--- config.mk ---
export PLATFORM = sky130hd
export DESIGN_NAME = gdps_top
export DESIGN_NICKNAME = d
export VERILOG_FILES = /design/src/rtl/gdps_pkg.sv /design/src/rtl/gdps_in_stage.sv /design/src/rtl/gdps_uv_filter.sv /design/src/rtl/gdps_blank.sv /design/src/rtl/gdps_ctrl.sv /design/src/rtl/gdps_top.sv
export SDC_FILE = /design/constraint.sdc
export NUM_CORES = 1
export LEC_CHECK = 0
export ABC_AREA = 1
export BUFFER_PORTS_ARGS = -buffer_cell sky130_fd_sc_hd__buf_2
export CAP_MARGIN = 20
export CELL_PAD_IN_SITES_DETAIL_PLACEMENT = 0
export CELL_PAD_IN_SITES_GLOBAL_PLACEMENT = 1
export CORE_MARGIN = 2
export CORE_UTILIZATION = 42
export CTS_CLUSTER_SIZE = 28
export DETAILED_ROUTE_END_ITERATION = 12
export PLACE_DENSITY_LB_ADDON = 0.12
export SETUP_SLACK_MARGIN = 0.15
export SKIP_LAST_GASP = 1
export SYNTH_ARGS = -nofsm -noshare
export SYNTH_HDL_FRONTEND = slang
export SYNTH_SLANG_ARGS = --single-unit
--- constraint.sdc ---
create_clock -name clk -period 2 [get_ports clk]
set_clock_uncertainty 0.15 [all_clocks]
set_input_delay 0.1 -clock clk [delete_from_list [all_inputs] [get_ports clk]]
set_output_delay 0.1 -clock clk [all_outputs]
set_load 0.01 [all_outputs]
--- src/rtl/gdps_pkg.sv ---
package gdps_pkg;
  typedef enum logic [1:0] {
    ST_RUN  = 2'd0,
    ST_TRIP = 2'd1,
    ST_REL  = 2'd2,
    ST_ARM  = 2'd3
  } gd_state_e;

  typedef enum logic [1:0] {
    CAUSE_NONE = 2'b00,
    CAUSE_OC   = 2'b01,
    CAUSE_UV   = 2'b10
  } gd_cause_e;
endpackage

--- src/rtl/gdps_in_stage.sv ---
module gdps_in_stage #(
  parameter int W = 4
) (
  input  logic         clk,
  input  logic         rst,
  input  logic [W-1:0] d,
  output logic [W-1:0] q
);
  for (genvar i = 0; i < W; i++) begin : g_bit
    always_ff @(posedge clk) begin
      if (rst) q[i] <= 1'b0;
      else     q[i] <= d[i];
    end
  end
endmodule

--- src/rtl/gdps_uv_filter.sv ---
module gdps_uv_filter #(
  parameter int UV_FILT_CYC = 200
) (
  input  logic clk,
  input  logic rst,
  input  logic uv_q,
  output logic uv_acc
);
  localparam int CW = $clog2(UV_FILT_CYC + 1);
  localparam logic [CW-1:0] LIMIT = CW'(UV_FILT_CYC);
  localparam logic [CW-1:0] LAST  = CW'(UV_FILT_CYC - 1);

  logic [CW-1:0] run_cnt;

  always_ff @(posedge clk) begin
    if (rst || !uv_q) begin
      run_cnt <= '0;
      uv_acc  <= 1'b0;
    end else begin
      if (run_cnt != LIMIT) run_cnt <= run_cnt + 1'b1;
      if (run_cnt == LAST)  uv_acc  <= 1'b1;
    end
  end
endmodule

--- src/rtl/gdps_blank.sv ---
module gdps_blank #(
  parameter int BLANK_CYC = 18
) (
  input  logic clk,
  input  logic rst,
  input  logic start,
  output logic blank_act
);
  localparam int BW = $clog2(BLANK_CYC + 1);
  localparam logic [BW-1:0] LOAD = BW'(BLANK_CYC);

  logic [BW-1:0] left;

  always_ff @(posedge clk) begin
    if (rst)             left <= '0;
    else if (start)      left <= LOAD;
    else if (left != '0) left <= left - 1'b1;
  end

  assign blank_act = (left != '0);
endmodule

--- src/rtl/gdps_ctrl.sv ---
module gdps_ctrl
  import gdps_pkg::*;
(
  input  logic       clk,
  input  logic       rst,
  input  logic       pwm_q,
  input  logic       oc_q,
  input  logic       pin_q,
  input  logic       uv_acc,
  input  logic       blank_act,
  output logic       gate_o,
  output logic       pin_pd_o,
  output logic [1:0] cause_o,
  output logic       gate_start
);
  gd_state_e state, state_n;
  gd_cause_e cause, cause_n;
  logic      pwm_prev;
  logic      oc_hit;
  logic      pwm_edge;
  logic      gate_d;

  assign oc_hit   = gate_o && !blank_act && oc_q;
  assign pwm_edge = pwm_q && !pwm_prev;

  always_comb begin
    state_n = state;
    cause_n = cause;
    unique case (state)
      ST_RUN: begin
        if (uv_acc) begin
          state_n = ST_TRIP;
          cause_n = CAUSE_UV;
        end else if (oc_hit) begin
          state_n = ST_TRIP;
          cause_n = CAUSE_OC;
        end
      end
      ST_TRIP: begin
        if (uv_acc)                             cause_n = CAUSE_UV;
        else if (cause == CAUSE_UV || !oc_q)    state_n = ST_REL;
      end
      ST_REL: begin
        if (uv_acc) begin
          state_n = ST_TRIP;
          cause_n = CAUSE_UV;
        end else if (pin_q) begin
          state_n = ST_ARM;
        end
      end
      ST_ARM: begin
        if (uv_acc) begin
          state_n = ST_TRIP;
          cause_n = CAUSE_UV;
        end else if (!pin_q) begin
          state_n = ST_REL;
        end else if (pwm_edge) begin
          state_n = ST_RUN;
          cause_n = CAUSE_NONE;
        end
      end
      default: state_n = ST_TRIP;
    endcase
  end

  assign gate_d     = (state_n == ST_RUN) && pwm_q && pin_q;
  assign gate_start = gate_d && !gate_o;

  always_ff @(posedge clk) begin
    if (rst) begin
      state    <= ST_RUN;
      cause    <= CAUSE_NONE;
      pwm_prev <= 1'b0;
      gate_o   <= 1'b0;
      pin_pd_o <= 1'b0;
    end else begin
      state    <= state_n;
      cause    <= cause_n;
      pwm_prev <= pwm_q;
      gate_o   <= gate_d;
      pin_pd_o <= (state_n == ST_TRIP);
    end
  end

  assign cause_o = cause;
endmodule

--- src/rtl/gdps_top.sv ---
module gdps_top #(
  parameter int BLANK_CYC   = 18,
  parameter int UV_FILT_CYC = 200
) (
  input  logic       clk,
  input  logic       rst,
  input  logic       pwm_i,
  input  logic       oc_i,
  input  logic       uv_i,
  input  logic       pin_i,
  output logic       gate_o,
  output logic       pin_pd_o,
  output logic [1:0] cause_o
);
  localparam int NIN = 4;

  logic [NIN-1:0] raw_in, reg_in;
  logic pwm_q, oc_q, uv_q, pin_q;
  logic uv_acc, blank_act, gate_start;

  assign raw_in = {pin_i, uv_i, oc_i, pwm_i};
  assign {pin_q, uv_q, oc_q, pwm_q} = reg_in;

  gdps_in_stage #(.W(NIN)) u_in (
    .clk (clk), .rst (rst), .d (raw_in), .q (reg_in)
  );

  gdps_uv_filter #(.UV_FILT_CYC(UV_FILT_CYC)) u_uv (
    .clk (clk), .rst (rst), .uv_q (uv_q), .uv_acc (uv_acc)
  );

  gdps_blank #(.BLANK_CYC(BLANK_CYC)) u_blank (
    .clk (clk), .rst (rst), .start (gate_start), .blank_act (blank_act)
  );

  gdps_ctrl u_ctrl (
    .clk        (clk),
    .rst        (rst),
    .pwm_q      (pwm_q),
    .oc_q       (oc_q),
    .pin_q      (pin_q),
    .uv_acc     (uv_acc),
    .blank_act  (blank_act),
    .gate_o     (gate_o),
    .pin_pd_o   (pin_pd_o),
    .cause_o    (cause_o),
    .gate_start (gate_start)
  );
endmodule

Word-level counts from Yosys, hierarchy flattened
Cells that the tools add are included.
{"block": "word_totals", "ff_bits": 25, "inputBits": 6, "output_inout_bits": 4, "elab_cells": 65}
{"block": "classes", "n_addsub": 2, "n_eq_ne": 11, "muxes": 19, "n_reduce_logical": 20}
{"operator": "$mux 2", "n": 15}
{"operator": "$mux 5", "n": 2}
{"operator": "$add 8x1->8 const B", "n": 1}
{"operator": "$eq 8x8->1 const B", "n": 1}
{"operator": "$ne 8x8->1 const B", "n": 1}
{"operator": "$pmux 2 s4", "n": 1}
{"operator": "$eq 2x2->1 const B", "n": 3}
{"operator": "$logic_and 1x1->1", "n": 6}
{"operator": "$ne 3x2->1 const B", "n": 2}
{"operator": "$pmux 2 s3", "n": 1}
{"operator": "$logic_not 1->1", "n": 5}
{"operator": "$reduce_bool 5->1", "n": 1}
{"operator": "$sub 5x1->5 const B", "n": 1}
{"operator": "$eq 2x1->1 const B", "n": 2}
{"operator": "$logic_not 2->1", "n": 2}
{"operator": "$reduce_and 4->1", "n": 1}
{"operator": "$reduce_or 2->1", "n": 2}
{"operator": "$ne 3x3->1 const B", "n": 1}
{"operator": "$logic_or 1x1->1", "n": 2}
{"operator": "$ne 2x1->1 const B", "n": 1}
{"operator": "$reduce_bool 2->1", "n": 1}

Longest topological paths before layout
Gate-level depths: netlist of the first run.
{"block": "logic_depth", "word_depth": 12, "ltp_mapped": 12, "depth_no_buf": 12}

Cells and area by module
Synthesis of the first run repeated with hierarchy kept, for this count alone.
{"block": "hier_totals", "cells_unflattened": 194, "hier_area_um2": 1312.5}
{"mod": "gdps_ctrl", "instances": 1, "cells_each": 79, "area_per_inst_um2": 486.7, "seq_area_each_um2": 140.1}
{"mod": "gdps_uv_filter", "instances": 1, "cells_each": 69, "area_per_inst_um2": 474.2, "seq_area_each_um2": 180.2}
{"mod": "gdps_blank", "instances": 1, "cells_each": 34, "area_per_inst_um2": 241.5, "seq_area_each_um2": 100.1}
{"mod": "gdps_in_stage", "instances": 1, "cells_each": 12, "area_per_inst_um2": 110.1, "seq_area_each_um2": 80.1}

Least setup slack after synthesis of the first run
Ideal clock, no wire load.
{"block": "synth_path", "kind": "register to register", "start": "register u_ctrl.state[1]", "end": "register u_blank.left[2]", "setup_ns": 0.117, "arrival_ns": 1.438, "t_required_ns": 1.733, "path_slack_ns": 0.295, "path_stages_with_launch": 13, "n_path_buf": 0, "synth_period_minus_slack_ns": 1.705, "cell_sequence": "dfxtp_1 inv_1 ha_1 inv_1 nand3_1 nor2_1 nand2_1 nand2_1 nand2_1 nor2_1 nand3_2 nand2_1 nor2_1"}
{"block": "synth_via", "elab_chain_len": 9, "word_cells_on_any_way": 19, "cone_classes": "3 x eq/ne; 10 x mux; 6 x reduce/logical"}
{"element": "start, declared", "line_no": "gdps_ctrl.sv:16", "rtl": "gd_state_e state, state_n;"}
{"element": "start signal, assigned", "line_no": "gdps_ctrl.sv:77", "rtl": "state <= state_n;"}
{"element": "$mux 2", "line_no": "gdps_ctrl.sv:57", "rtl": "end else if (pwm_edge) begin"}
{"element": "$mux 2", "line_no": "gdps_ctrl.sv:55", "rtl": "end else if (!pin_q) begin"}
{"element": "$mux 2", "line_no": "gdps_ctrl.sv:52", "rtl": "if (uv_acc) begin"}
{"element": "$pmux 2 s4 (*)", "line_no": "gdps_ctrl.sv:29", "rtl": "unique case (state)"}
{"element": "$logic_not 2->1 (*)", "line_no": "gdps_ctrl.sv:66", "rtl": "assign gate_d = (state_n == ST_RUN) && pwm_q && pin_q;"}
{"element": "$logic_and 1x1->1 (*) (2 in a row)", "line_no": "gdps_ctrl.sv:66"}
{"element": "$logic_and 1x1->1 (*)", "line_no": "gdps_ctrl.sv:67", "rtl": "assign gate_start = gate_d && !gate_o;"}
{"element": "$reduce_or 2->1 (no source line) (*)"}
{"element": "end signal, assigned", "line_no": "gdps_blank.sv:17", "rtl": "else if (left != '0) left <= left - 1'b1;"}
{"element": "end, declared", "line_no": "gdps_blank.sv:12", "rtl": "logic [BW-1:0] left;"}
Mark *: on every way between the ends. The rest lies on a longest branch, timed or not.
A chain may end at the register's enable or synchronous reset.

Worst setup path after layout of the first run
{"block": "layout_path", "start": "register u_ctrl.state[0]", "end": "register u_blank.left[2]"}
Same word-level chain as after synthesis.

==> results of run 1 <==
[final cells by class]
| class | instances | area [um2] | share of cell area (%) |
|---|---|---|---|
| inverters | 36 | 138 | 8.87 |
| multi-input cells | 120 | 669 | 43.1 |
| repair buffers | 23 | 173 | 11.1 |
| clock buffers | 4 | 26.3 | 1.69 |
| well taps | 31 | 38.8 | 2.50 |
| flip-flops and latches | 25 | 507 | 32.7 |
[worst max-delay path, stage by stage, from the launching register on]
cell and delay [ps]:
dfxtp_2 390, inv_2 70, ha_1 200, inv_2 80, nand3_1 70, nor2_1 110
nand2_1 60, nand2_1 50, nand2_1 80, nor2_2 130, nand3_2 100, nand2_2 100
nor2_1 40
[path summary, 6_finish.rpt]
check	startpoint	to	slack [ps]	cells past startpoint
setup / recovery	u_ctrl.state[0]	u_blank.left[2]	260	12
hold / removal	u_in.q[0]	u_ctrl.pwm_prev	320	2
setup reg to reg	u_ctrl.state[0]	u_blank.left[2]	260	12
hold reg to reg	u_in.q[0]	u_ctrl.pwm_prev	320	2
[metal layers]
metal	global-route usage (%)	up-vias	wire length [um]
met4	6.49	0	23
met2	25.6	14	1250
met3	2.64	4	88
met5	0	-	0
li1	-	620	-
met1	20.7	524	1200
[layout by cell type (no fill, tap or decap), types with 2 or more instances in the layout]
cell	instances
nand2_1	36
inv_1	31
nor2_1	24
dfxtp_1	22
a21oi_1	13
nand3_1	10
dlygate4sd3_1	9
buf_2	9
ha_1	7
o21ai_0	6
buf_4	5
inv_2	4
nand3_2	3
clkbuf_4	3
nor2_4	2
nand2_2	2
a21oi_2	2
or2_2	2
nand4_1	2
nor4_1	2
dfxtp_2	2
[cells in the mapped netlist]
| cell | number |
|---|---|
| a211oi_1 | 1 |
| inv_2 | 1 |
| xnor2_1 | 1 |
| nand3_1 | 11 |
| nand3_2 | 2 |
| nand2_1 | 38 |
| nor4_1 | 2 |
| o21ai_0 | 6 |
| nor3_1 | 1 |
| nor2_2 | 1 |
| a22oi_1 | 1 |
| or2_2 | 2 |
| ha_1 | 9 |
| xor2_1 | 1 |
| inv_1 | 35 |
| nand4_1 | 2 |
| nor2_1 | 26 |
| clkbuf_1 | 1 |
| dfxtp_1 | 25 |
| a21oi_1 | 14 |
| a21oi_2 | 1 |
| o211ai_1 | 1 |
[registers in the layout (all words and copies together), names as in the netlist]
signal	count
u_in.q	4
u_ctrl.cause_o	2
u_blank.left	5
u_ctrl.gate_o	1
u_ctrl.pwm_prev	1
u_ctrl.state	2
u_uv.run_cnt	8
u_ctrl.pin_pd_o	1
u_uv.uv_acc	1
[cell families (layout without fill, tap and decap cells)]
family	Yosys count	after routing
flops	25	25
xor+xnor	2	2
buf+inv	37	63
simple gates	85	85
fa+ha+maj	9	9
compound gates	24	24
[timing repair]
item | CTS | global route
setup buffers | 0 | 4
hold buffers | 9 | 0
resized for setup | 3 | 17
pin swaps | 0 | 2
setup endpoints to repair | 3 | 6
endpoints found under the hold margin | 11 | 0
[power breakdown]
group | internal, mW | switching [mW] | total (mW)
clock network | 0.0778 | 0.145 | 0.223
logic | 0.219 | 0.314 | 0.533
registers | 0.565 | 0.0348 | 0.599
total | 0.862 | 0.493 | 1.36
==> results by group, run 1 <==
Placed design
  – Port Buf Inserts: 9
  – GP Congestion: 0.892
  – Placed Cells: 222
  – Area post-placement: 0.00135 mm2
  – Hpwl dp: 1820 um
  – Pre-CTS setup slack: 102 ps

Power and ir drop
  – VDD IR max: 349 uV
  – Pwr/cell area: 874 mW/mm2
  – Leak: 0.737 nW
  – Power, Total: 1.36 mW

Synthesis
  – Adder and majority gate portion of the synthesized area: 8.90%
  – Synth Area in Compound Gates: 10.4%
  – Seq/Total Area, Yosys: 39.6%
  – Post-synthesis xor/xnor area fraction: 1.38%
  – Number of synthesized register bits: 25
  – Post-Synth Simple-Gate Area: 28.8%
  – Combinational family with the most area after synthesis: simple AND/OR/NAND/NOR gates
  – Ys Warns: 0
  – Mapped Nets: 197
  – Dominant cell type by area after synthesis: dfxtp_1
  – Synth cell types: 22
  – Synth Cell Area: 0.00126 mm2
  – Main area contributors after synthesis: dfxtp_1 (40%), nand2_1 (11%), inv_1 (10%)
  – Syn Inst Count: 182
  – Post-synthesis mux area share: 0%
  – Synth Area per Inst: 6.95 um2
  – Post-synth top area share: 39.6%

Cells and area
  – Fin area: 0.00155 mm2
  – Antenna cells: 0
  – Number of fillers in the final layout: 272
  – Layout cells sized above 1: 18.8%
  – Fin cells: 239
  – Area delta synth->final: 22.7%
  – # nets final: 224
  – Layout Utilization: 55.3%

Timing
  – RSZ-0062 raised after global routing: no
  – Final worst-path cycle share: 86.9%
  – Least-Margin Pin Slew: 324 ps
  – Post-layout min period: 1740 ps
  – Min Hold Slack: 323 ps
  – Final setup margin: 263 ps
  – Max transition margin: 78.4%
  – Final Slew Violations: 0
  – Setup violations, final: 0
  – TNS Setup: 0 ps
  – Final Hold Fails: 0
  – FMAX: 576 MHz

Detailed routing
  – Final ANT Viol Nets: 0
  – Wirelength per Cell: 10.7 um
  – Post-Route WL: 2560 um
  – Pre-Repair DR Iteration Count: 8
  – DRC violations left: 2
  – Via count: 1162
  – Vias/cell: 4.86
  – Iter 0 DRT Violations: 52

Die
  – Full die area: 0.00347 mm2
  – Die Width: 58.9 um
  – Total core area: 0.00281 mm2
  – Die height: 58.9 um
  – Site Rows: 19
  – I/O pins: 10
  – Initial Util: 45.1%

Global routing
  – Vias in the first global route: 1034
  – Largest net degree at the start of global routing: 14
  – Overflow after GRT: 0
  – Initial antenna violation count: 0
  – First-pass GRT wire length: 4240 um
  – Total track usage: 15.7%

Flow run
  – Max_cap viols: 0

Clock tree
  – # clock sinks: 25
  – H-tree Lvls: 1
  – CTS tree: built
  – Clk buf depth: 2
  – Clock latency on the worst-skew pair: 310 ps
  – Cts bufs inserted: 3
  – CTS Root Cell: clkbuf_4
  – Clock-pin transition on the worst setup and hold timing paths: 140 ps

Critical path
  – Worst setup SP type: register
  – Arr. time, crit path: 1800 ps
  – Crit path required time: 2060 ps
  – Crit-path max FO: 4
  – CP Class: reg -> reg
  – Critical Path Sink Type: register

Status
  – Failing checks: DRC
  – Status: finished, violations left

Worst hold path
  – Worst hold path class: reg -> reg
(Power assumes the default switching activity.)
==> run 2, diff against run 1 <==
Settings changed: CORE_UTILIZATION 42 to 30.
==> run 2 against run 1 <==
  * The run now ends clean
  * Global-route usage decreased by 3.3 points
  * Count of clock-buffer cells in the layout decreased by 1
  * Routed wire length increased by 0.63%
  * Final area decreased by 1.5%
  * Die area increased by 37%
  * Worst setup slack got worse by 9.0 ps
  * Non-clock buffer count decreased by 8
  * Maximum frequency decreased by 0.52%
  * Register-to-register slack about the same
  * Total power increased by 5.6%
==> results by group, run 2 (same netlist as run 1, synthesis figures left out) <==
Status
  – Status: finished clean

Timing
  – Final setup margin: 254 ps (-8.99 ps)
  – Max transition margin: 77.8% (-0.63 points)
  – Final Slew Violations: 0 (unchanged)
  – Setup violations, final: 0 (unchanged)
  – TNS Setup: 0 ps (unchanged)
  – Post-layout min period: 1750 ps (+8.99 ps)
  – FMAX: 573 MHz (-0.52%)
  – Final Hold Fails: 0 (unchanged)
  – Final worst-path cycle share: 87.3% (+0.45 points)
  – RSZ-0062 raised after global routing: no
  – Least-Margin Pin Slew: 333 ps (+9.51 ps)

Cells and area
  – Layout Utilization: 38.0% (-17 points)
  – Largest register by flop count: u_uv.run_cnt
  – Most common cell after layout, fill and taps aside: nand2_1
  – Largest register FFs: 8 (unchanged)
  – # nets final: 216 (-3.6%)
  – Antenna cells: 0 (unchanged)
  – Area delta synth->final: 20.9%
  – Commonest cells after routing, fill and taps aside: nand2_1 (35), inv_1 (32), nor2_1 (23), dfxtp_1 (23), a21oi_1 (13)
  – Fin area: 0.00153 mm2 (-1.5%)
  – Layout cells sized above 1: 18.5% (-0.25 points)
  – Number of fillers in the final layout: 440 (+62%)
  – Regs by FF count: u_uv.run_cnt (8), u_blank.left (5), u_in.q (4)

Clock tree
  – Clock-pin transition on the worst setup and hold timing paths: 90 ps (-50 ps)
  – # clock sinks: 25 (unchanged)
  – H-tree Lvls: 1 (unchanged)
  – Clock latency on the worst-skew pair: 270 ps (-40 ps)
  – Clk buf depth: 2 (unchanged)
  – CTS Root Cell: clkbuf_8
  – CTS tree: built
  – Cts bufs inserted: 3 (unchanged)

Power and ir drop
  – Pwr/cell area: 936 mW/mm2 (+7.2%)
  – VDD IR max: 238 uV (-32%)
  – Power, Total: 1.43 mW (+5.6%)
  – Leak: 0.701 nW (-4.9%)

Flow run
  – Max_cap viols: 0 (unchanged)

Detailed routing
  – Post-Route WL: 2570 um (+0.63%)
  – Vias/cell: 4.53 (-6.9%)
  – Iter 0 DRT Violations: 50 (-3.8%)
  – Via count: 1132 (-2.6%)
  – Final ANT Viol Nets: 0 (unchanged)
  – Pre-Repair DR Iteration Count: 4 (-4)
  – DRC violations left: 0 (-2)
  – Wirelength per Cell: 10.3 um (-3.8%)

Placed design
  – Pre-CTS setup slack: 94.5 ps (-7.89 ps)
  – Hpwl dp: 1970 um (+8.3%)
  – Area post-placement: 0.00138 mm2 (+1.8%)
  – Port Buf Inserts: 9 (unchanged)
  – GP Congestion: 0.797 (-11%)

Global routing
  – Total track usage: 12.4% (-3.3 points)
  – Vias in the first global route: 1077 (+4.2%)
  – Initial antenna violation count: 0 (unchanged)
  – Largest net degree at the start of global routing: 16 (+2)
  – First-pass GRT wire length: 4430 um (+4.6%)
  – Overflow after GRT: 0 (unchanged)

Die
  – Die Width: 68.9 um (+17%)
  – Initial Util: 31.4% (-14 points)
  – I/O pins: 10 (unchanged)
  – Total core area: 0.00403 mm2 (+44%)
  – Site Rows: 23 (+4)
  – Die height: 68.9 um (+17%)
  – Full die area: 0.00475 mm2 (+37%)

Critical path
  – Highest-delay cell along the critical path: dfxtp_2
  – Buffer and inverter count on the worst path: 2 (unchanged)
  – Crit path required time: 2010 ps (-50 ps)
  – Reg-to-reg critical path endpoint: u_blank.left[2]
  – CP Class: reg -> reg
  – Slowest Stage Delay on Critical Path: 380 ps (about the same)
  – CP endpoint: u_blank.left[2]
  – Arr. time, crit path: 1750 ps (-50 ps)
  – Worst setup SP type: register
  – Worst Reg-to-Reg Cells: 10 (-2)
  – Worst r2r src: u_ctrl.state[0]
  – Delay-heaviest family, CP: simple AND/OR/NAND/NOR gates
  – Cell repeated most along the worst path: nor2_1
  – Reg2Reg Setup Slack: 250 ps (about the same)
  – Crit-path cells: inv_2, ha_1, inv_1, nor3_1, nor2_1, nand2_1, a21oi_2, nand3_2, nand2_2, nor2_1
  – Critical Path Stages: 10 (-2)
  – Critical Path Sink Type: register
  – Crit-path max FO: 4 (unchanged)
  – CP startpoint: u_ctrl.state[0]

Worst hold path
  – Worst hold path class: in -> reg
## run 2: cell types whose count changed in the layout (fill, tap and decap cells not counted), sizes merged
cell | previous run | this run
buf | 14 | 11
clkbuf | 4 | 3
clkinvlp | 0 | 1
dlygate4sd3 | 9 | 4
## run 2: area by class of cell
| type | instances | area [um2] | area share, % |
|---|---|---|---|
| Clock inverter | 1 | 7.51 | 0.491 |
| Inverter | 36 | 138 | 9.00 |
| Sequential cell | 25 | 505 | 33.1 |
| Clock buffer | 3 | 41.3 | 2.70 |
| Timing Repair Buffer | 15 | 100 | 6.55 |
| Multi-Input combinational cell | 120 | 674 | 44.1 |
| Tap cell | 50 | 62.6 | 4.09 |
## run 2: routing by layer
layer | vias up | GRT usage, % | wire [um] | part of all wire, %
met2 | 12 | 22.6 | 1230 | 48
met1 | 516 | 14.4 | 1250 | 49
li1 | 602 | - | - | -
met4 | 0 | 4.41 | 16 | 0.62
met3 | 2 | 2.44 | 74 | 2.9
met5 | - | 0 | 0 | 0
## run 2: through the flow
stage,std cells,hold slack [ps]
detailed placement,241,158
CTS,249,6.09
global route,250,0.130
global placement,241,152
finish,250,3.96
floorplan,182,26.9
## run 2: worst min-delay path by stage
stage | from | to | slack, ps | cells past startpoint
floorplan | rst | u_ctrl.gate_o | 30 | 1
global placement | pwm_i | u_in.q[0] | 150 | 3
detailed placement | pin_i | u_in.q[3] | 160 | 3
CTS | rst | u_in.q[0] | 6 | 2
global route | rst | u_in.q[3] | 0.1 | 2
finish | rst | u_in.q[0] | 4 | 2
## run 2: worst register-to-register path, cell delays in order, from the launching register on
cell and delay, ps:
dfxtp_2 380, inv_2 70, ha_1 190, inv_1 90, nor3_1 60, nor2_1 150
nand2_1 100, a21oi_2 190, nand3_2 120, nand2_2 90, nor2_1 50
## run 2: what timing repair did
item,4_1_cts,5_1_grt
pin swaps,0,1
hold buffers,4,0
endpoints found under the setup margin,3,7
gates resized for setup,2,18
setup buffers,0,1
endpoints found under the hold margin,4,0
## run 2: power by group
group / internal [mW] / total [mW] / switching, mW
combinational: 0.211 / 0.531 / 0.320
sequential: 0.563 / 0.599 / 0.0363
clock: 0.141 / 0.302 / 0.161
